$ cat config.mk
export PLATFORM = sky130hd
export DESIGN_NAME = busctl_top
export DESIGN_NICKNAME = d
export VERILOG_FILES = /design/src/rtl/busctl_pkg.sv /design/src/rtl/busctl_seq.sv /design/src/rtl/busctl_pins.sv /design/src/rtl/busctl_top.sv
export SDC_FILE = /design/constraint.sdc
export NUM_CORES = 1
export LEC_CHECK = 0
export BUFFER_PORTS_ARGS = -buffer_cell sky130_fd_sc_hd__buf_2
export CAP_MARGIN = 15
export CORE_MARGIN = 2
export CORE_UTILIZATION = 40
export DETAILED_ROUTE_END_ITERATION = 6
export PLACE_DENSITY = 0.72
export SLEW_MARGIN = 20
export SYNTH_ARGS = -nofsm -noshare
export SYNTH_HDL_FRONTEND = slang
export SYNTH_SLANG_ARGS = --single-unit
$ cat constraint.sdc
create_clock -name clk -period 2.25 [get_ports clk]
set_input_delay 0.45 -clock clk [delete_from_list [all_inputs] [get_ports clk]]
set_output_delay 0.45 -clock clk [all_outputs]
set_load 0.01 [all_outputs]
$ cat src/rtl/busctl_pkg.sv
package busctl_pkg;
   typedef enum logic [2:0] {
      BS_IDLE = 3'd0,
      BS_T1   = 3'd1,
      BS_T2   = 3'd2,
      BS_T3   = 3'd3,
      BS_TW   = 3'd4,
      BS_T4   = 3'd5,
      BS_HOLD = 3'd6
   } bus_st_e;
endpackage

$ cat src/rtl/busctl_seq.sv
module busctl_seq
   import busctl_pkg::*;
#(
   parameter bit BACK_TO_BACK = 1'b1
) (
   input  logic    clk,
   input  logic    rst,
   input  logic    req_valid,
   input  logic    ready,
   input  logic    hold,
   output bus_st_e st,
   output logic    take,
   output logic    cap
);
   logic    chain_ok;
   bus_st_e st_d;

   generate
      if (BACK_TO_BACK) begin : g_chain
         assign chain_ok = 1'b1;
      end else begin : g_nochain
         assign chain_ok = 1'b0;
      end
   endgenerate

   always_comb begin
      take = req_valid && !hold &&
             ((st == BS_IDLE) || ((st == BS_T4) && chain_ok));
      cap  = ((st == BS_T3) || (st == BS_TW)) && ready;
   end

   always_comb begin
      st_d = st;
      case (st)
         BS_IDLE: st_d = hold ? BS_HOLD : (take ? BS_T1 : BS_IDLE);
         BS_T1:   st_d = BS_T2;
         BS_T2:   st_d = BS_T3;
         BS_T3,
         BS_TW:   st_d = ready ? BS_T4 : BS_TW;
         BS_T4:   st_d = hold ? BS_HOLD : (take ? BS_T1 : BS_IDLE);
         BS_HOLD: st_d = hold ? BS_HOLD : BS_IDLE;
         default: st_d = BS_IDLE;
      endcase
   end

   always_ff @(posedge clk) begin
      if (rst) st <= BS_IDLE;
      else     st <= st_d;
   end
endmodule

$ cat src/rtl/busctl_pins.sv
module busctl_pins
   import busctl_pkg::*;
#(
   parameter int ADDR_W   = 20,
   parameter int DATA_W   = 16,
   parameter bit S7_LEVEL = 1'b0,
   localparam int HI_W    = ADDR_W - DATA_W
) (
   input  logic              clk,
   input  logic              rst,
   input  bus_st_e           st,
   input  logic              take,
   input  logic              cap,
   input  logic              req_write,
   input  logic              req_mem,
   input  logic              req_hi_en,
   input  logic [ADDR_W-1:0] req_addr,
   input  logic [DATA_W-1:0] req_wdata,
   input  logic [HI_W-1:0]   req_stat,
   input  logic [DATA_W-1:0] ad_in,
   output logic [DATA_W-1:0] rd_data,
   output logic [DATA_W-1:0] ad_out,
   output logic              ad_oe,
   output logic [HI_W-1:0]   ahs_out,
   output logic              bhs_n,
   output logic              ale,
   output logic              rd_n,
   output logic              wr_n,
   output logic              den_n,
   output logic              dt_r,
   output logic              m_io,
   output logic              ctl_oe
);
   logic              wr_q, mem_q, hi_q;
   logic [ADDR_W-1:0] addr_q;
   logic [DATA_W-1:0] wdata_q;
   logic [HI_W-1:0]   stat_q;
   logic              in_t1, in_strb, in_data, in_cyc;

   always_ff @(posedge clk) begin
      if (rst) begin
         wr_q    <= 1'b0;
         mem_q   <= 1'b0;
         hi_q    <= 1'b0;
         addr_q  <= '0;
         wdata_q <= '0;
         stat_q  <= '0;
      end else if (take) begin
         wr_q    <= req_write;
         mem_q   <= req_mem;
         hi_q    <= req_hi_en;
         addr_q  <= req_addr;
         wdata_q <= req_wdata;
         stat_q  <= req_stat;
      end
   end

   always_ff @(posedge clk) begin
      if (rst)      rd_data <= '0;
      else if (cap) rd_data <= ad_in;
   end

   always_comb begin
      in_t1   = (st == BS_T1);
      in_strb = (st == BS_T2) || (st == BS_T3) || (st == BS_TW);
      in_data = in_strb || (st == BS_T4);
      in_cyc  = in_t1 || in_data;
   end

   always_comb begin
      ale     = in_t1;
      ctl_oe  = (st != BS_HOLD);
      m_io    = mem_q;
      dt_r    = in_cyc ? wr_q : 1'b1;
      rd_n    = !(in_strb && !wr_q);
      wr_n    = !(in_strb && wr_q);
      den_n   = !(in_data && (wr_q || (st != BS_T4)));
      ad_oe   = in_t1 || (in_data && wr_q);
      ad_out  = '0;
      ahs_out = '0;
      bhs_n   = 1'b1;
      if (in_t1) begin
         ad_out  = addr_q[DATA_W-1:0];
         ahs_out = addr_q[ADDR_W-1:DATA_W];
         bhs_n   = !hi_q;
      end else if (in_data) begin
         ad_out  = wr_q ? wdata_q : '0;
         ahs_out = stat_q;
         bhs_n   = S7_LEVEL;
      end
   end
endmodule

$ cat src/rtl/busctl_top.sv
module busctl_top
   import busctl_pkg::*;
#(
   parameter int ADDR_W       = 20,
   parameter int DATA_W       = 16,
   parameter bit S7_LEVEL     = 1'b0,
   parameter bit BACK_TO_BACK = 1'b1,
   localparam int HI_W        = ADDR_W - DATA_W
) (
   input  logic              clk,
   input  logic              rst,
   input  logic              req_valid,
   output logic              req_ack,
   input  logic              req_write,
   input  logic              req_mem,
   input  logic              req_hi_en,
   input  logic [ADDR_W-1:0] req_addr,
   input  logic [DATA_W-1:0] req_wdata,
   input  logic [HI_W-1:0]   req_stat,
   output logic              done,
   output logic [DATA_W-1:0] rd_data,
   output logic [DATA_W-1:0] ad_out,
   input  logic [DATA_W-1:0] ad_in,
   output logic              ad_oe,
   output logic [HI_W-1:0]   ahs_out,
   output logic              bhs_n,
   output logic              ale,
   output logic              rd_n,
   output logic              wr_n,
   output logic              den_n,
   output logic              dt_r,
   output logic              m_io,
   output logic              ctl_oe,
   input  logic              ready,
   input  logic              hold,
   output logic              hlda
);
   generate
      if (DATA_W < 2 || (DATA_W % 2) != 0) begin : g_bad_data
         $error("busctl_top: DATA_W must be even and at least 2");
      end
      if (HI_W < 1) begin : g_bad_addr
         $error("busctl_top: ADDR_W must exceed DATA_W");
      end
   endgenerate

   bus_st_e st_q;
   logic    take, cap;

   busctl_seq #(.BACK_TO_BACK(BACK_TO_BACK)) u_seq (
      .clk       (clk),
      .rst       (rst),
      .req_valid (req_valid),
      .ready     (ready),
      .hold      (hold),
      .st        (st_q),
      .take      (take),
      .cap       (cap)
   );

   busctl_pins #(
      .ADDR_W   (ADDR_W),
      .DATA_W   (DATA_W),
      .S7_LEVEL (S7_LEVEL)
   ) u_pins (
      .clk       (clk),
      .rst       (rst),
      .st        (st_q),
      .take      (take),
      .cap       (cap),
      .req_write (req_write),
      .req_mem   (req_mem),
      .req_hi_en (req_hi_en),
      .req_addr  (req_addr),
      .req_wdata (req_wdata),
      .req_stat  (req_stat),
      .ad_in     (ad_in),
      .rd_data   (rd_data),
      .ad_out    (ad_out),
      .ad_oe     (ad_oe),
      .ahs_out   (ahs_out),
      .bhs_n     (bhs_n),
      .ale       (ale),
      .rd_n      (rd_n),
      .wr_n      (wr_n),
      .den_n     (den_n),
      .dt_r      (dt_r),
      .m_io      (m_io),
      .ctl_oe    (ctl_oe)
   );

   assign req_ack = take;
   assign done    = (st_q == BS_T4);
   assign hlda    = (st_q == BS_HOLD);
endmodule

# Word level (Yosys, flattened, before mapping)
# Cells that the tools add are included.
[word_totals]
register_bits = 62
elab_cells = 53
[op_classes]
eq_ne = 8
muxes = 13
reduce_logical = 24
[op_table]
columns = ["operator", "count"]
rows = [
  ["16-bit 2-to-1 mux", 3],
  ["3-bit one-hot mux with 5 select lines", 1],
  ["3-bit equality test (second input constant)", 3],
  ["1-bit logical OR", 8],
  ["4-bit 2-to-1 mux", 2],
  ["1-bit logical AND", 7],
  ["3-bit by 2-bit equality test with 1-bit output (second input constant)", 2],
  ["1-bit logical NOT", 6],
  ["3-bit 2-to-1 mux", 2],
  ["3-bit != test (second input constant)", 2],
  ["1-bit 2-to-1 mux", 5],
  ["2-bit OR reduction", 2],
  ["3-bit by 1-bit equality test with 1-bit output (second input constant)", 1],
  ["3-bit logical NOT", 1],
]

# Longest topological paths before layout
# Gate-level depths: netlist of run 1.
[depth]
ltp_word = 6
ltp_mapped = 6
depth_no_buf = 3

# Modules after synthesis
# From an unflattened synthesis of run 1, not the netlist that was laid out.
[unflattened]
cells_unflattened = 259
area_unflattened_um2 = 2698.8
[by_module_without_submodules]
columns = ["module", "n_inst", "cells_each", "area_each_um2", "seq_area_each_um2"]
rows = [
  ["busctl_pins", 1, 234, 2488.6, 1181.1],
  ["busctl_seq", 1, 23, 192.7, 60.1],
  ["busctl_top", 1, 2, 17.5, 0.0],
]

# Least setup slack after synthesis of run 1
# Ideal clock, no wire load.
[synth_path]
path_type = "register to output"
start = "register u_seq.st[1]"
end = "output ad_out[10]"
t_arrival_ns = 1.236
required_time_ns = 1.800
slack_ns = 0.564
stages_incl_launch_ff = 6
n_path_buf = 2
cell_sequence = "dfxtp_1 -> xor2_1 -> and2_1 -> buf_6 -> buf_6 -> a22o_1"
[synth_via]
elab_chain_cells = 6
elab_cells_between_ends = 10
cone_classes = "eq/ne (5); mux (2); reduce/logical (3)"
[synth_lines]
columns = ["item", "line", "text"]
rows = [
  ["start, declared", "busctl_seq.sv:11", "output bus_st_e st,"],
  ["start signal, assigned", "busctl_seq.sv:48", "else st <= st_d;"],
  ["3-bit by 2-bit equality test with 1-bit output", "busctl_pins.sv:65", "in_strb = (st == BS_T2) || (st == BS_T3) || (st == BS_TW);"],
  ["1-bit logical OR (2 in series)", "busctl_pins.sv:65", ""],
  ["1-bit logical OR", "busctl_pins.sv:66", "in_data = in_strb || (st == BS_T4);"],
  ["16-bit 2-to-1 mux", "busctl_pins.sv:86", "end else if (in_data) begin"],
  ["16-bit 2-to-1 mux *", "busctl_pins.sv:82", "if (in_t1) begin"],
  ["end, declared", "busctl_top.sv:22", "output logic [DATA_W-1:0] ad_out,"],
]
# Every way passes the cells marked *; elsewhere a longest branch is shown, timed or not.

# Worst setup path after layout of run 1
[layout_path]
start = "register u_seq.st[2]"
end = "output ad_out[14]"
# Same word-level chain as after synthesis.

==> out/qor.tcl, run 1 <==
set qor(critPathMaxFanout) 17
set qor(ioPinCount) 112
set qor(ys_async_sr_fraction) 0
set qor(yosys_register_bits) 62
set qor(maximum_root_to_sink_buffer_count) 2
set qor(regToRegStartpoint) {u_seq.st[2]}
set qor(pwr_density_cell_nw_per_um2) 675
set qor(finalNetCount) 491
set qor(detail_route.wl_per_cell_um) 13.0
set qor(p_leak_nw) 1.70
set qor(reg2reg_setup_slack_ps) 460
set qor(port_buffers) 111
set qor(cts_setup_buffers) 0
set qor(totalNegativeSetupSlack_ps) 0
set qor(ys_top_cells_by_area) {dfxtp_1 (39%), nand2b_1 (23%), mux2i_1 (18%), a22o_1 (6.0%), buf_12 (3.1%)}
set qor(netlist-cell-type-count) 29
set qor(status) {finished clean}
set qor(slew_violations) 0
set qor(grt_pass1_wl_um) 11400
set qor(worstRegToRegCells) 5
set qor(detail_route.wirelength_um) 6910
set qor(post_drt_via_cell_ratio) 4.79
set qor(synthesized_instance_count) 321
set qor(worst_hold_path.num_cells) 3
set qor(worst_pin_slew_ps) 487
set qor(maximum_level_of_the_cts_h_tree) 3
set qor(hpwl_um) 4870
set qor(finalInstanceArea_um2) 3950
set qor(worstHoldStart) {ad_in[2]}
set qor(worst_clock_skew_ps) 9.93
set qor(grt.total_usage) 0.163
set qor(place_congestion) 0.780
set qor(post-layout-total-power_w) 0.00267
set qor(tcrit_tclk_final) 0.912
set qor(antenna_violations_before_repair) 0
set qor(dpl_cell_area_um2) 3790
set qor(finalSetupViolCount) 0
set qor(numClockSinks) 62
set qor(antenna-diode-count) 0
set qor(die_w_um) 93.7
set qor(die_area_um2) 8790
set qor(start_kind) {flip-flop}
set qor(holdPathEnd) {u_pins.rd_data[2]}
set qor(ys.warnings.count) 0
set qor(synth_nets) 385
set qor(maxSlewHeadroom) 0.675
set qor(cts.clk_slew.worst_paths_ps) 70
set qor(synthToLayoutAreaGrowth_pct) 22.5
set qor(ir_worst_vdd_uv) 385
set qor(timing.fmax_ghz) 0.487
set qor(final.min_clock_period_ps) 2050
set qor(initial_core_util) 0.415
set qor(placement_rows) 32
set qor(clock_insertion_delay_at_the_later_pin_of_the_skew_report_ps) 330
set qor(postRouteAntennaNets) 0
set qor(cell_accounting_for_the_most_synthesized_area) {dfxtp_1}
set qor(timing.final.hold_violations) 0
set qor(dr_total_vias) 2554
set qor(maxCapViolations) 0
set qor(initialDrtViolationCount) 78
set qor(die-height_um) 93.7
set qor(synth_sequential_area_ratio) 0.385
set qor(root_buffer) {clkbuf_8}
set qor(critPathArrivalTime_ps) 1600
set qor(worst_hold_path_type) {input port to flip-flop}
set qor(worst_hold_margin_ps) 370
set qor(syn_avg_cell_area_um2) 10.0
set qor(cts_tree) {yes}
set qor(timing_worst_setup_path_type) {flip-flop to primary output}
set qor(critical_path_required_ps) 1800
set qor(grt_remaining_overflow) 0
set qor(finalCoreUtilization) 0.508
set qor(synth_enable_flop_cells) 0
set qor(grt_max_degree) 69
set qor(most_common_flop_cell_mapped_by_yosys) {dfxtp_1}
set qor(synthDominantCellAreaShare) 0.385
set qor(final_layout_size_suffix_gt1_frac) 0.327
set qor(unrepaired_setup_endpoints_after_global_routing) {no}
set qor(first_pass_iters) 4
set qor(drc_errors) 0
set qor(reg2reg_to) {u_pins.addr_q[2]}
set qor(worst_setup_path_end_kind) {primary output}
set qor(placeableCoreArea_um2) 7770
set qor(number_of_global_route_vias_before_repair) 2484
set qor(synthesis.area_um2) 3220
set qor(cts_made_buffers) 9
-- worst max path at each step --
stage / from / end / depth (start not counted)
finish: u_seq.st[2] / ad_out[14] / 5
global route: u_seq.st[2] / ad_out[11] / 5
CTS: u_seq.st[1] / ad_out[6] / 5
detailed placement: u_seq.st[2] / u_pins.wdata_q[2] / 5
global placement: u_seq.st[1] / ad_out[1] / 5
floorplan: u_seq.st[1] / ad_out[10] / 5
-- cell families after synthesis --
logic type	after synthesis	share of synthesized area
xor gates and xnor gates	2	0.00544
and+or+nand+nor	137	0.272
muxes	59	0.183
AOI/OAI and AO/OA	33	0.0831
buffers and inverters	28	0.0707
DFF	62	0.385
-- through the flow --
stage / worst slack, ps / std cells
6_report: 197 / 533
5_1_grt: 12.5 / 533
4_1_cts: 77.4 / 533
3_5_place_dp: 440 / 518
3_3_place_gp: 493 / 518
2_1_floorplan: 564 / 321
-- flip-flops by register name, indices dropped and copies added (netlist names) --
signal and count:
u_pins.addr_q 20, u_pins.rd_data 16, u_pins.wdata_q 16, u_pins.stat_q 4, u_seq.st 3, u_pins.hi_q 1, u_pins.m_io 1, u_pins.wr_q 1
-- synthesized netlist by cell type, drive strengths merged, types with 2 or more instances --
library cell and n:
nand3b 2, a22o 22, nand2 2, buf 13, nor2b 2, xor2 2, nor3b 2, mux2i 59
dfxtp 62, a21oi 3, nand2b 121, and2 3, clkbuf 14, nor2 3
-- placed cells by master (no fill, tap or decap), types with 4 or more instances in the layout --
cell type,n
buf_2,111
clkbuf_8,9
clkinv_2,4
a22o_1,22
mux2i_1,59
buf_4,10
dfxtp_1,61
nand2b_1,121
-- power breakdown --
group	switching (W)	internal [W]
sequential	0.0000564	0.00119
clock	0.000422	0.000386
combinational	0.000309	0.000305
-- per-layer routing --
metal | share of wire | GRT usage
met2 | 0.47 | 0.276
met4 | 0.011 | 0.0543
met1 | 0.44 | 0.192
met3 | 0.080 | 0.0578
met5 | 0 | 0
-- area by class of cell --
class	count	area, um^2
flip-flops and latches	62	1240
multi-input cells	231	1770
repair buffers	122	651
clock inverters	5	27.5
clock buffers	10	128
inverters	1	3.75
fillers	761	3820
well taps	102	128
-- repair_timing --
item	in CTS	in global routing
hold buffers	0	0
setup endpoints to repair	0	17
resized for setup	0	1
-- worst max-delay path, cell delays in order (launching register included) --
cell     delay [ps]
dfxtp_1         410
xor2_1          180
and2_1          150
buf_4           230
a22o_1          170
buf_2           130
Note: power is estimated with default switching activity, not from simulation.
==> run 2: changes to the inputs <==
MAX_ROUTING_LAYER = met4   (was default)
PLACE_DENSITY = 0.74   (was 0.72)
==> out/qor.tcl, run 2 (synthesis gave the netlist of run 1 again) <==
set qor(final.min_clock_period_ps) 2150 ;# +101 ps
set qor(wl_met1_um) 3280 ;# +8.2%
set qor(postRouteAntennaNets) 0 ;# unchanged
set qor(detail_route.wl_per_cell_um) 13.3 ;# +2.7%
set qor(first_pass_iters) 4 ;# unchanged
set qor(layout_common_cells) {nand2b_1 (121), buf_2 (111), dfxtp_1 (62)}
set qor(p_leak_nw) 1.76 ;# +3.8%
set qor(hpwl_um) 5100 ;# +4.7%
set qor(status) {finished clean}
set qor(pwr_density_cell_nw_per_um2) 725 ;# +7.4%
set qor(slew_violations) 0 ;# unchanged
set qor(timing_worst_setup_path_type) {flip-flop to primary output}
set qor(route.top_layer_used) {met4}
set qor(finalNetCount) 498 ;# +1.4%
set qor(met2_length_um) 3460 ;# +6.6%
set qor(critPathArrivalTime_ps) 1700 ;# +100 ps
set qor(cts.clk_slew.worst_paths_ps) 70 ;# about the same
set qor(critPathMaxFanout) 20 ;# +3
set qor(maximum_level_of_the_cts_h_tree) 3 ;# unchanged
set qor(detail_route.wirelength_um) 7200 ;# +4.3%
set qor(post_drt_via_cell_ratio) 4.72 ;# -1.4%
set qor(worst_path_largest_cell_delay_ps) 340 ;# -70 ps
set qor(detailroute.wirelength.met3_um) 367 ;# -33%
set qor(dr_total_vias) 2555 ;# +0.039%
set qor(clock_insertion_delay_at_the_later_pin_of_the_skew_report_ps) 330 ;# about the same
set qor(cp_cell_sequence) {buf_4 -> nor3b_4 -> buf_6 -> a22o_1 -> buf_2}
set qor(start_kind) {flip-flop}
set qor(die_area_um2) 8790 ;# unchanged
set qor(drc_errors) 0 ;# unchanged
set qor(grt.total_usage) 0.167 ;# +0.00378
set qor(cts_made_buffers) 9 ;# unchanged
set qor(largest_register_ff_count) 20 ;# unchanged
set qor(worst_setup_path_end_kind) {primary output}
set qor(critical_path_required_ps) 1800 ;# about the same
set qor(registers.top_by_ff_count) {u_pins.addr_q}
set qor(ioPinCount) 112 ;# unchanged
set qor(number_of_global_route_vias_before_repair) 2433 ;# -2.1%
set qor(hold_buf_count_cts) 0 ;# unchanged
set qor(worst_pin_slew_ps) 625 ;# +138 ps
set qor(antenna_violations_before_repair) 0 ;# unchanged
set qor(worst_hold_path_type) {input port to flip-flop}
set qor(finish.cell_count_without_fillers) 541 ;# +1.5%
set qor(unrepaired_setup_endpoints_after_global_routing) {no}
set qor(grt_max_degree) 50 ;# -28%
set qor(port_buffers) 111 ;# unchanged
set qor(initial_core_util) 0.415 ;# unchanged
set qor(totalNegativeSetupSlack_ps) 0 ;# unchanged
set qor(timing.final.hold_violations) 0 ;# unchanged
set qor(placeableCoreArea_um2) 7770 ;# unchanged
set qor(maximum_root_to_sink_buffer_count) 2 ;# unchanged
set qor(critical-path-slowest-cell) {dfxtp_1}
set qor(numClockSinks) 62 ;# unchanged
set qor(root_buffer) {clkbuf_8}
set qor(tcrit_tclk_final) 0.957 ;# +0.0449
set qor(ir_worst_vdd_uv) 460 ;# +19%
set qor(final_layout_size_suffix_gt1_frac) 0.335 ;# +0.00771
set qor(synthToLayoutAreaGrowth_pct) 26.8
set qor(die_w_um) 93.7 ;# unchanged
set qor(maxCapViolations) 0 ;# unchanged
set qor(placement_rows) 32 ;# unchanged
set qor(die-height_um) 93.7 ;# unchanged
set qor(most_common_cell_after_layout_fill_and_taps_aside) {nand2b_1}
set qor(place_congestion) 0.793 ;# +1.6%
set qor(registers_with_the_most_flip_flops) {u_pins.addr_q x20, u_pins.rd_data x16, u_pins.wdata_q x16}
set qor(grt_remaining_overflow) 0 ;# unchanged
set qor(maxSlewHeadroom) 0.583 ;# -0.0919
set qor(finalSetupViolCount) 0 ;# unchanged
set qor(cts_tree) {yes}
set qor(grt_pass1_wl_um) 11300 ;# -1.2%
set qor(worst_clock_skew_ps) 7.57 ;# -2.36 ps
set qor(timing.fmax_ghz) 0.464 ;# -4.7%
set qor(antenna-diode-count) 0 ;# unchanged
set qor(initialDrtViolationCount) 77 ;# -1.3%
set qor(placedCellCount) 521 ;# +0.58%
[run 2: changes by cell type in the layout (fill, tap and decap cells not counted), sizes merged]
cell	change
buf	+7
bufinv	+2
clkbuf	+3
clkinv	-4
[run 2: through the flow]
stage / cell area (um^2) / power (W) / util / hold slack, ps / worst slack (ps)
after global placement: 3820 / 0.00187 / 0.492 / 455 / 403
after detailed placement: 3820 / 0.00189 / 0.492 / 464 / 363
after global routing: 4080 / 0.00311 / 0.526 / 372 / 26.1
after CTS: 4040 / 0.00298 / 0.520 / 358 / 7.39
after floorplan: 3220 / 0.00171 / - / 448 / 564
final: 4080 / 0.00296 / 0.526 / 371 / 96.0
[run 2: layer usage]
| metal | vias up | global-route usage |
|---|---|---|
| li1 | 1301 | - |
| met1 | 1171 | 0.201 |
| met2 | 74 | 0.279 |
| met3 | 9 | 0.0297 |
| met4 | 0 | 0.0652 |
| met5 | - | - |
[run 2: where the power goes]
part           switching, W  internal, W  leakage, nW
combinational      0.000322     0.000320         1.15
clock              0.000424     0.000656        0.104
sequential        0.0000534      0.00119        0.504
[run 2: path summary, 6_finish.rpt]
| kind | slack [ps] | from | cells past startpoint | endpoint |
|---|---|---|---|---|
| setup / recovery | 100 | u_seq.st[1] | 5 | ahs_out[2] |
| hold / removal | 370 | ad_in[4] | 3 | u_pins.rd_data[4] |
| setup reg to reg | 380 | u_seq.st[2] | 7 | u_pins.stat_q[2] |
| hold reg to reg | 470 | u_pins.rd_data[4] | 2 | u_pins.rd_data[4] |
[run 2: layout make-up]
cell class,instances,area (um^2)
Inverter,1,3.75
Sequential cell,62,1240
Fill cell,738,3680
Clock buffer,13,149
Timing Repair Buffer,129,719
Clock inverter,3,67.6
Multi-Input combinational cell,231,1780
Tap cell,102,128
[run 2: what timing repair did]
| item | 4_1_cts | 5_1_grt |
|---|---|---|
| setup buffers | 0 | 4 |
| endpoints found under the setup margin | 0 | 20 |
| resized for setup | 0 | 3 |
[run 2: critical path, delay by kind of cell, from the launching register on]
kind	cells	cell delay, ps
buffers and inverters	3	580
AOI/OAI and AO/OA	1	190
DFF	1	340
and+or+nand+nor	1	260
